`src/rtl/dsk_pkg.sv`:
```
`timescale 1ns/1ps
package dsk_pkg;
    localparam int BYTE_W     = 8;
    localparam int LANE_DEPTH = 8;

    typedef enum logic [1:0] {
        ST_HUNT  = 2'd0,
        ST_MERGE = 2'd1,
        ST_DRAIN = 2'd2,
        ST_DROP  = 2'd3
    } mrg_state_e;

    typedef enum logic {
        LANE_A = 1'b0,
        LANE_B = 1'b1
    } lane_e;

    typedef struct packed {
        logic started;
        logic ended;
    } lane_flags_t;

    function automatic logic lane_ready(lane_flags_t f);
        return f.started | f.ended;
    endfunction

    function automatic lane_e other_lane(lane_e l);
        return (l == LANE_A) ? LANE_B : LANE_A;
    endfunction
endpackage

```
`src/rtl/lane_buf.sv`:
```
`timescale 1ns/1ps
module lane_buf #(
    parameter int DW    = 8,
    parameter int DEPTH = 8,
    parameter int CW    = $clog2(DEPTH + 1)
) (
    input  logic          clk,
    input  logic          rst,
    input  logic          flush,
    input  logic          push,
    input  logic [DW-1:0] din,
    input  logic          pop,
    output logic [DW-1:0] dout,
    output logic [CW-1:0] count
);
    localparam int AW = (DEPTH > 1) ? $clog2(DEPTH) : 1;

    logic [DW-1:0] mem [DEPTH];
    logic [AW-1:0] wp_q, rp_q;
    logic [CW-1:0] cnt_q;
    logic          do_push, do_pop;

    function automatic logic [AW-1:0] step_ptr(logic [AW-1:0] p);
        return (p == AW'(DEPTH - 1)) ? '0 : p + 1'b1;
    endfunction

    assign do_push = push && (cnt_q != CW'(DEPTH));
    assign do_pop  = pop && (cnt_q != '0);

    always_ff @(posedge clk) begin
        if (do_push) mem[wp_q] <= din;
    end

    always_ff @(posedge clk) begin
        if (rst || flush) begin
            wp_q  <= '0;
            rp_q  <= '0;
            cnt_q <= '0;
        end else begin
            if (do_push) wp_q <= step_ptr(wp_q);
            if (do_pop)  rp_q <= step_ptr(rp_q);
            cnt_q <= cnt_q + CW'(do_push) - CW'(do_pop);
        end
    end

    assign dout  = mem[rp_q];
    assign count = cnt_q;
endmodule

```
`src/rtl/merge_ctrl.sv`:
```
`timescale 1ns/1ps
module merge_ctrl
    import dsk_pkg::*;
#(
    parameter int DEPTH = 8,
    parameter int CW    = $clog2(DEPTH + 1)
) (
    input  logic          clk,
    input  logic          rst,
    input  logic          a_vld,
    input  logic          a_end,
    input  logic          b_vld,
    input  logic          b_end,
    input  logic [CW-1:0] cnt_a,
    input  logic [CW-1:0] cnt_b,
    output logic          acc_a,
    output logic          acc_b,
    output logic          pop_a,
    output logic          pop_b,
    output logic          flush,
    output logic          out_dv,
    output logic          out_er,
    output logic          ovf,
    output mrg_state_e    state
);
    mrg_state_e  st_q, st_d;
    lane_e       turn_q, turn_d, drn_q, drn_d;
    lane_flags_t fa_q, fb_q;
    logic        clr;

    logic [CW-1:0] cur_cnt, oth_cnt, src_cnt;
    logic          cur_end, oth_end, src_end;

    assign acc_a = a_vld && !fa_q.ended && (st_q != ST_DROP);
    assign acc_b = b_vld && !fb_q.ended && (st_q != ST_DROP);
    assign ovf   = (st_q != ST_DROP) &&
                   ((acc_a && cnt_a == CW'(DEPTH)) || (acc_b && cnt_b == CW'(DEPTH)));

    assign cur_cnt = (turn_q == LANE_A) ? cnt_a : cnt_b;
    assign cur_end = (turn_q == LANE_A) ? fa_q.ended : fb_q.ended;
    assign oth_cnt = (turn_q == LANE_A) ? cnt_b : cnt_a;
    assign oth_end = (turn_q == LANE_A) ? fb_q.ended : fa_q.ended;
    assign src_cnt = (drn_q == LANE_A) ? cnt_a : cnt_b;
    assign src_end = (drn_q == LANE_A) ? fa_q.ended : fb_q.ended;

    always_comb begin
        st_d   = st_q;
        turn_d = turn_q;
        drn_d  = drn_q;
        pop_a  = 1'b0;
        pop_b  = 1'b0;
        out_dv = 1'b0;
        out_er = 1'b0;
        flush  = 1'b0;
        clr    = 1'b0;
        case (st_q)
            ST_HUNT: begin
                if (lane_ready(fa_q) && lane_ready(fb_q)) st_d = ST_MERGE;
            end
            ST_MERGE: begin
                if (cur_cnt != '0) begin
                    pop_a  = (turn_q == LANE_A);
                    pop_b  = (turn_q == LANE_B);
                    out_dv = 1'b1;
                    turn_d = other_lane(turn_q);
                end else if (cur_end) begin
                    if (oth_cnt != '0) begin
                        st_d  = ST_DRAIN;
                        drn_d = other_lane(turn_q);
                    end else if (oth_end) begin
                        st_d = ST_HUNT;
                        clr  = 1'b1;
                    end
                end
            end
            ST_DRAIN: begin
                if (src_cnt >= CW'(2) || (src_cnt == CW'(1) && src_end)) begin
                    pop_a  = (drn_q == LANE_A);
                    pop_b  = (drn_q == LANE_B);
                    out_dv = 1'b1;
                    if (src_cnt == CW'(1)) begin
                        out_er = 1'b1;
                        st_d   = ST_HUNT;
                        clr    = 1'b1;
                    end
                end
            end
            ST_DROP: begin
                if (fa_q.ended && fb_q.ended) begin
                    st_d = ST_HUNT;
                    clr  = 1'b1;
                end
            end
            default: st_d = ST_HUNT;
        endcase
        if (ovf) begin
            st_d   = ST_DROP;
            flush  = 1'b1;
            clr    = 1'b0;
            pop_a  = 1'b0;
            pop_b  = 1'b0;
            out_dv = 1'b0;
            out_er = 1'b1;
        end
    end

    always_ff @(posedge clk) begin
        if (rst) begin
            st_q   <= ST_HUNT;
            turn_q <= LANE_A;
            drn_q  <= LANE_A;
            fa_q   <= '0;
            fb_q   <= '0;
        end else begin
            st_q   <= st_d;
            drn_q  <= drn_d;
            turn_q <= clr ? LANE_A : turn_d;
            if (clr) begin
                fa_q <= '0;
                fb_q <= '0;
            end else begin
                fa_q.started <= fa_q.started | acc_a;
                fa_q.ended   <= fa_q.ended | a_end;
                fb_q.started <= fb_q.started | acc_b;
                fb_q.ended   <= fb_q.ended | b_end;
            end
        end
    end

    assign state = st_q;
endmodule

```
`src/rtl/frame_merge.sv`:
```
`timescale 1ns/1ps
module frame_merge
    import dsk_pkg::*;
#(
    parameter int DW    = BYTE_W,
    parameter int DEPTH = LANE_DEPTH
) (
    input  logic          clk,
    input  logic          rst,
    input  logic          a_vld,
    input  logic [DW-1:0] a_dat,
    input  logic          a_end,
    input  logic          b_vld,
    input  logic [DW-1:0] b_dat,
    input  logic          b_end,
    output logic          rx_dv,
    output logic [DW-1:0] rx_d,
    output logic          rx_er
);
    localparam int CW    = $clog2(DEPTH + 1);
    localparam int LANES = 2;

    logic          acc_a, acc_b, pop_a, pop_b, flush, out_dv, out_er, ovf;
    logic [CW-1:0] cnt_a, cnt_b;
    mrg_state_e    st;

    logic          lane_push [LANES];
    logic          lane_pop  [LANES];
    logic [DW-1:0] lane_din  [LANES];
    logic [DW-1:0] lane_dout [LANES];
    logic [CW-1:0] lane_cnt  [LANES];

    assign lane_push[0] = acc_a;
    assign lane_push[1] = acc_b;
    assign lane_din[0]  = a_dat;
    assign lane_din[1]  = b_dat;
    assign lane_pop[0]  = pop_a;
    assign lane_pop[1]  = pop_b;
    assign cnt_a        = lane_cnt[0];
    assign cnt_b        = lane_cnt[1];

    for (genvar g = 0; g < LANES; g++) begin : g_lane
        lane_buf #(.DW(DW), .DEPTH(DEPTH), .CW(CW)) u_buf (
            .clk   (clk),
            .rst   (rst),
            .flush (flush),
            .push  (lane_push[g]),
            .din   (lane_din[g]),
            .pop   (lane_pop[g]),
            .dout  (lane_dout[g]),
            .count (lane_cnt[g])
        );
    end

    merge_ctrl #(.DEPTH(DEPTH), .CW(CW)) u_ctrl (
        .clk    (clk),
        .rst    (rst),
        .a_vld  (a_vld),
        .a_end  (a_end),
        .b_vld  (b_vld),
        .b_end  (b_end),
        .cnt_a  (cnt_a),
        .cnt_b  (cnt_b),
        .acc_a  (acc_a),
        .acc_b  (acc_b),
        .pop_a  (pop_a),
        .pop_b  (pop_b),
        .flush  (flush),
        .out_dv (out_dv),
        .out_er (out_er),
        .ovf    (ovf),
        .state  (st)
    );

    always_ff @(posedge clk) begin
        if (rst) begin
            rx_dv <= 1'b0;
            rx_er <= 1'b0;
            rx_d  <= '0;
        end else begin
            rx_dv <= out_dv;
            rx_er <= out_er;
            rx_d  <= pop_a ? lane_dout[0] : (pop_b ? lane_dout[1] : '0);
        end
    end
endmodule

```
`config.mk`:
```
export PLATFORM = sky130hd
export DESIGN_NAME = frame_merge
export DESIGN_NICKNAME = d
export VERILOG_FILES = /design/src/rtl/dsk_pkg.sv /design/src/rtl/lane_buf.sv /design/src/rtl/merge_ctrl.sv /design/src/rtl/frame_merge.sv
export SDC_FILE = /design/constraint.sdc
export NUM_CORES = 1
export LEC_CHECK = 0
export ABC_CLOCK_PERIOD_IN_PS = 3400
export BUFFER_PORTS_ARGS = -buffer_cell sky130_fd_sc_hd__buf_2
export CAP_MARGIN = 20
export CORE_MARGIN = 2
export CORE_UTILIZATION = 60
export DETAILED_ROUTE_END_ITERATION = 6
export PLACE_DENSITY = 0.81
export SLEW_MARGIN = 20
export SYNTH_ARGS = -nofsm -noshare
export SYNTH_HDL_FRONTEND = slang
export SYNTH_SLANG_ARGS = --single-unit
```
`constraint.sdc`:
```
create_clock -name clk -period 3.4 [get_ports clk]
set_input_delay 0.68 -clock clk [delete_from_list [all_inputs] [get_ports clk]]
set_output_delay 0.68 -clock clk [all_outputs]
set_load 0.02 [all_outputs]
```
==> qor.txt, run 1 <==
outcome: finished, violations left
failing checks: design-rule violations
Die Height: 112.9 µm
initial antenna violation count: 0
Mapped Area: 7114 µm²
Storage cell area: 4725 µm²
worst vdd ir: 0.0003599 V
Area contributors post-synth: edfxtp_1, dfxtp_1, mux4_2
Crit. End Element: flip-flop
Reg2Reg Setup Slack: 0.39 ns
vias in the first global route: 4,278
CP arrival: 3.30 ns
predominant post-synthesis flop cell: edfxtp_1
largest net degree at the start of global routing: 18
Worst setup startpoint: u_ctrl.state[0]$_SDFFE_PP0P_
Post-synth top cells: edfxtp_1, dfxtp_1, a21oi_1, mux4_2, nand2_1
final core occ: 71.06%
Longest Clk Path Bufs: 2
via count: 4,116
max-cap viol count: 0
Flop pwr share: 46.7%
first-pass GRT wire length: 21,980 µm
Peak Freq: 0.3325 GHz
ys async rst share: 0%
DRC viols: 4
Yosys warning total: 0
Syn Inst Count: 465
P&R area growth vs syn: 15.02%
#FFs+latches synth: 172
TritonRoute pass-1 iters: 7
post-CTS sizing: 0
final hold vios: 0
Critical Path RT: 3.69 ns
RSZ-0062 raised after global routing: false
grt ovf: 0
Post-synth EDFFs: 128
critical-path cell list: inv_1, ha_1, nand2b_1, a21oi_1, o2111ai_1, or2_2, nand2_1, ha_1, inv_1, fa_1, xor2_1, nor2_1
antenna-violating nets left: 0
Avg Cell Area, Syn: 15.30 µm²
CTS clk-pin slew, worst paths: 0.07 ns
Core Footprint: 11,520 µm²
switching part of the total: 25.27%
ratio of cells with drive above 1 in the final layout: 26.83%
total power: 5.243 mW
DR iter-0 viols: 429
Tmin final: 3.008 ns
clock tree sinks: 172
HP Class: reg -> reg
initial core utilization: 61.78%
IO buf count: 31
Top Ports: 32
FILL cells: 716
reg-to-reg startpoint: u_ctrl.state[0]$_SDFFE_PP0P_
Internal Pwr Total: 3.918 mW
sequential area share after synthesis: 66.41%
count of standard-cell rows: 39
Pleak: 2.873 nW
routed len/inst: 20.16 µm
final setup violation count: 0
multi-input logic area: 2247 µm²
Ant. Diodes: 0
most frequent cell after synthesis: edfxtp_1
GRT Overall Usage: 23.05%
Max stage delay on crit path: 0.60 ns
Final HPWL DP: 8980 µm
Net Count, Synth: 513
Layout Nets: 568
# hold bufs at CTS: 0
H-tree depth: 4
Logic pwr share: 14.1%
slew margin rel.: 48.74%
crit start category: flip-flop
Hold Path Stages: 2
Horiz. Die Dim: 112.9 µm
CTS root buffer: clkbuf_16
Synth area leader: edfxtp_1
worst slew pin tran: 0.7688 ns
Avg Vias per Cell: 6.089
Setup Skew: 0.01175 ns
routability cong.: 0.8101
RR Endpoint: g_lane[0].u_buf.count[2]$_SDFF_PP0_
CTS buffer count: 17
crit-path max FO: 10
setup tns final: 0 ns
cell count of the worst reg-to-reg path: 12
Final Max Slew Viols: 0
clock group share of total power: 39.2%
die area: 12,740 µm²
sw power: 1.325 mW
TritonCTS clock tree: yes
PwrDens: 640.7 nW/µm²
CP endpoint: g_lane[0].u_buf.count[2]$_SDFF_PP0_
final wirelength: 13,630 µm
fin crit share: 88.47%
Clock Latency Late Sink: 0.43 ns
post-synth cell types: 44
Critical Path Slowest Stage Cell: a21oi_1
area share of the largest cell type after synthesis: 54.03%
critical path class: reg -> reg
Post-CTS Setup Inserts: 0
[cell type report]
class,instances,share of cell area (%)
Tap cell,143,2.187
Sequential cell,172,57.74
Inverter,19,0.8716
Timing Repair Buffer,54,4.006
Clock buffer,17,5.199
Multi-Input combinational cell,256,27.46
Clock inverter,15,2.538
[worst min-delay path by stage]
stage	from	to	slack, ns
2_1_floorplan	g_lane[1].u_buf.rp_q[1]$_SDFFE_PP0N_	flip-flop	0.45
3_3_place_gp	g_lane[1].u_buf.rp_q[1]$_SDFFE_PP0N_	g_lane[1].u_buf.rp_q[1]$_SDFFE_PP0N_	0.47
3_5_place_dp	g_lane[0].u_buf.rp_q[1]$_SDFFE_PP0P_	flip-flop	0.48
4_1_cts	g_lane[0].u_buf.rp_q[1]$_SDFFE_PP0P_	flip-flop	0.49
5_1_grt	g_lane[1].u_buf.rp_q[0]$_SDFFE_PP0N_	g_lane[1].u_buf.rp_q[0]$_SDFFE_PP0N_	0.52
6_report	g_lane[0].u_buf.rp_q[1]$_SDFFE_PP0P_	g_lane[0].u_buf.rp_q[1]$_SDFFE_PP0P_	0.49
[through the flow]
stage                     setup slack (ns)  instances  hold slack, ns  cell area, µm²
final                               0.3921        676          0.4931            8183
after CTS                           0.3964        676          0.4902            8183
after floorplan                     0.6704        465          0.4496            7114
after global routing                0.1628        676          0.5179            8183
after detailed placement            0.4495        644          0.4789            7550
after global placement              0.5156        644          0.4673            7550
[layer usage]
metal / vias up / part of all wire (%) / track usage, %
li1: 1910 / - / -
met4: 0 / 1.8 / 8.618
met5: - / 0 / 0
met3: 21 / 6.6 / 5.196
met1: 2030 / 41 / 30.34
met2: 155 / 50 / 38.15
[registers in the layout, summed over array words and instances (netlist names), 2 cells and up, named ones only]
name and count:
g_lane.u_buf.rp_q 6, u_ctrl.fb_q 2, g_lane.u_buf.mem 128, u_ctrl.fa_q 2, g_lane.u_buf.count 8, rx_d 8, u_ctrl.state 2, g_lane.u_buf.wp_q 6
[worst max-delay path, delay by kind of cell (launching register included)]
kind	cells	cell delay, ns
AOI/OAI and AO/OA	2	0.81
xor gates and xnor gates	1	0.15
adders and majority gates	3	0.84
buffers and inverters	2	0.20
DFF	1	0.33
and+or+nand+nor	4	0.54
[power groups by stage]
stage          registers (mW)  logic (mW)  clock network, mW
3_5_place_dp             2.49       0.726                  0
6_report                 2.45       0.739               2.05
4_1_cts                  2.45       0.737               2.07
3_3_place_gp             2.49       0.684                  0
2_1_floorplan            2.48       0.520                  0
5_1_grt                  2.46       0.815               2.15
[cells in the final DEF, fill, tap and decap left out, types with 4 or more instances in the layout]
cell	instances
nor3_1	14
inv_6	6
dfxtp_1	44
ha_1	24
o21ai_0	14
nor2_1	22
buf_2	31
edfxtp_1	128
mux2_2	16
nor4_1	5
nor3b_1	4
nand3_1	11
buf_4	23
mux4_2	32
inv_1	19
a21oi_1	34
clkbuf_16	17
nand2_1	29
bufinv_16	4
nand2b_1	9
[logic make-up (layout without fill, tap and decap cells)]
logic type / Yosys count / after routing / share of synthesized area (%)
AOI/OAI and AO/OA: 64 / 64 / 5.294
xor gates and xnor gates: 4 / 4 / 0.4925
buffers and inverters: 37 / 105 / 2.005
DFF: 172 / 172 / 66.41
muxes: 50 / 50 / 12.98
and+or+nand+nor: 112 / 112 / 8.037
adders and majority gates: 26 / 26 / 4.784
Power figures use the tool's default switching activity.
==> run 2, diff against run 1 <==
--- a/config.mk
+++ b/config.mk
@@ -5,7 +5,8 @@
 export SDC_FILE = /design/constraint.sdc
 export NUM_CORES = 1
 export LEC_CHECK = 0
-export ABC_CLOCK_PERIOD_IN_PS = 3400
+export ABC_AREA = 1
+export ABC_CLOCK_PERIOD_IN_PS = 3700
 export BUFFER_PORTS_ARGS = -buffer_cell sky130_fd_sc_hd__buf_2
 export CAP_MARGIN = 20
 export CORE_MARGIN = 2
==> constraint.sdc (replaced) <==
create_clock -name clk -period 3.7 [get_ports clk]
set_input_delay 0.74 -clock clk [delete_from_list [all_inputs] [get_ports clk]]
set_output_delay 0.74 -clock clk [all_outputs]
set_load 0.02 [all_outputs]
==> run 2 against run 1 <==
  * The flow now finishes without violations
  * Non-clock buffer count is 17 lower
  * Die area is 5.9% higher
  * Critical path depth is 2 higher
  * Synthesized cell count is 61% higher
  * Final cell count is 42% higher
  * Area after synthesis is 6.1% higher
  * Count of clock-buffer cells in the layout is 2 higher
  * Combinational power is 45% higher
  * Largest cell class unchanged
  * Largest power group unchanged
==> qor.txt, run 2 <==
IO buf count: 31
# hold bufs at CTS: 0
non-filler cells, final: 958
DR iter-0 viols: 541
Die Height: 116.2 µm
FILL cells: 881
Net Count, Synth: 796
Avg Cell Area, Syn: 10.09 µm²
Final HPWL DP: 10,630 µm
Crit. End Element: flip-flop
Syn Inst Count: 748
initial core utilization: 62.09%
final hold vios: 0
commonest non-fill, non-tap cell in the layout: nand2_1
Synth area leader: edfxtp_1
fin crit share: 72.57%
slew margin rel.: 38.98%
vias in the first global route: 5,304
area share of the largest cell type after synthesis: 50.90%
Mapped Area: 7551 µm²
max reg flops: 128
Pleak: 3.247 nW
TritonCTS clock tree: yes
Layout Nets: 825
Clock Latency Late Sink: 0.44 ns
worst vdd ir: 0.0004777 V
Core Footprint: 12,160 µm²
Post-synth top cells: nand2_1, edfxtp_1, nor2_1, nand3_1, inv_1
Hold Path Stages: 2
grt ovf: 0
PwrDens: 599.1 nW/µm²
Post-synth EDFFs: 128
CP arrival: 3.00 ns
sequential area share after synthesis: 62.57%
CTS clk-pin slew, worst paths: 0.06 ns
final wirelength: 15,910 µm
DRC viols: 0
Setup Skew: 0.01524 ns
post-synth cell types: 40
TritonRoute pass-1 iters: 5
GRT Overall Usage: 25.16%
critical path class: reg -> reg
RSZ-0062 raised after global routing: false
Final Max Slew Viols: 0
Post-CTS Setup Inserts: 0
first-pass GRT wire length: 25,330 µm
Critical Path RT: 4.02 ns
predominant post-synthesis flop cell: edfxtp_1
Avg Vias per Cell: 5.681
largest net degree at the start of global routing: 34
commonest cells after routing, fill and taps aside: nand2_1, edfxtp_1, nor2_1
Tmin final: 2.685 ns
final setup violation count: 0
cell count of the worst reg-to-reg path: 14
Longest Clk Path Bufs: 2
Yosys warning total: 0
total power: 4.996 mW
initial antenna violation count: 0
HP Class: reg -> reg
antenna-violating nets left: 0
routability cong.: 0.9176
clock tree sinks: 172
crit-path max FO: 18
Max stage delay on crit path: 0.39 ns
CTS buffer count: 17
Horiz. Die Dim: 116.2 µm
worst slew pin tran: 0.9119 ns
Top reg by flops: g_lane.u_buf.mem
outcome: finished clean
ratio of cells with drive above 1 in the final layout: 11.01%
post-CTS sizing: 0
P&R area growth vs syn: 10.44%
placed cell count: 926
CTS root buffer: clkbuf_16
Area contributors post-synth: edfxtp_1, dfxtp_1, nand2_1
ys async rst share: 0%
Peak Freq: 0.3724 GHz
H-tree depth: 4
max-cap viol count: 0
crit start category: flip-flop
setup tns final: 0 ns
Critical Path Slowest Stage Cell: fa_1
Top Ports: 32
Ant. Diodes: 0
count of standard-cell rows: 40
critical-path cell list: inv_1, ha_1, nor3b_1, nand2_1, nand2_4, nor2_8, nand3_2, inv_1, ha_1, inv_1, ha_1, fa_1, xnor2_1, nor2_1
die area: 13,500 µm²
#FFs+latches synth: 172
routed len/inst: 16.61 µm
most frequent cell after synthesis: nand2_1
via count: 5,442
==> run 2: cell count changes in the layout (fill, tap and decap cells not counted), sizes merged, moves of 18 or more <==
cell	delta
o21ai	+26
nand2	+160
mux4	-32
mux2	-18
nor2	+83
inv	+30
nand3	+60
==> run 2: worst max-delay path, delay by kind of cell, from the launching register on <==
| family | cells | cell delay, ns |
|---|---|---|
| xor+xnor | 1 | 0.16 |
| fa+ha+maj | 4 | 1.01 |
| buf+inv | 3 | 0.20 |
| flops | 1 | 0.32 |
| simple gates | 6 | 0.86 |
==> run 2: where the power goes <==
group	switching (mW)	leakage [nW]	total, mW	internal (mW)
Sequential	0.0890	1.52	2.30	2.21
Clock	0.710	0.251	1.62	0.913
Combinational	0.736	1.48	1.07	0.339
Total	1.54	3.25	5.00	3.46
==> run 2: cell families after synthesis <==
group	synth area share, %
compound gates	6.015
xor+xnor	0.2320
fa+ha+maj	4.507
buf+inv	4.789
flops	62.57
simple gates	21.89
==> run 2: routing by layer <==
| metal | vias up | wire (µm) | part of all wire (%) | global-route usage, % |
|---|---|---|---|---|
| met5 | - | 0 | 0 | 0 |
| met4 | 0 | 393 | 2.5 | 9.921 |
| met3 | 42 | 1094 | 6.9 | 6.072 |
| li1 | 2582 | - | - | - |
| met2 | 214 | 7698 | 48 | 41.36 |
| met1 | 2604 | 6725 | 42 | 32.62 |
==> run 2: layout make-up <==
class	instances	area [µm²]	share of cell area, %
flip-flops and latches	172	4725	56.65
multi-input cells	494	2465	29.56
clock buffers	19	432.9	5.191
well taps	168	210.2	2.521
inverters	55	206.4	2.476
repair buffers	37	200.2	2.401
clock inverters	13	100.1	1.200
==> run 2: worst paths after layout <==
| path | slack [ns] | start | to |
|---|---|---|---|
| setup / recovery | 1.01 | g_lane[1].u_buf.count[2]$_SDFF_PP0_ | g_lane[1].u_buf.count[2]$_SDFF_PP0_ |
| hold / removal | 0.50 | u_ctrl.fa_q[1]$_SDFF_PP0_ | u_ctrl.fa_q[1]$_SDFF_PP0_ |
| setup reg to reg | 1.01 | g_lane[1].u_buf.count[2]$_SDFF_PP0_ | g_lane[1].u_buf.count[2]$_SDFF_PP0_ |
| hold reg to reg | 0.50 | u_ctrl.fa_q[1]$_SDFF_PP0_ | u_ctrl.fa_q[1]$_SDFF_PP0_ |
==> run 2: metrics by stage <==
stage          area (µm²)  hold slack (ns)  setup WS, ns  util [%]
5_1_grt              8339           0.5356        0.7968     68.57
4_1_cts              8339           0.4994         1.001     68.57
6_report             8339           0.4982         1.015     68.57
2_1_floorplan        7551           0.4561         1.138         -
3_5_place_dp         7806           0.4910        0.8463     64.19
3_3_place_gp         7806           0.4788        0.9237     64.19
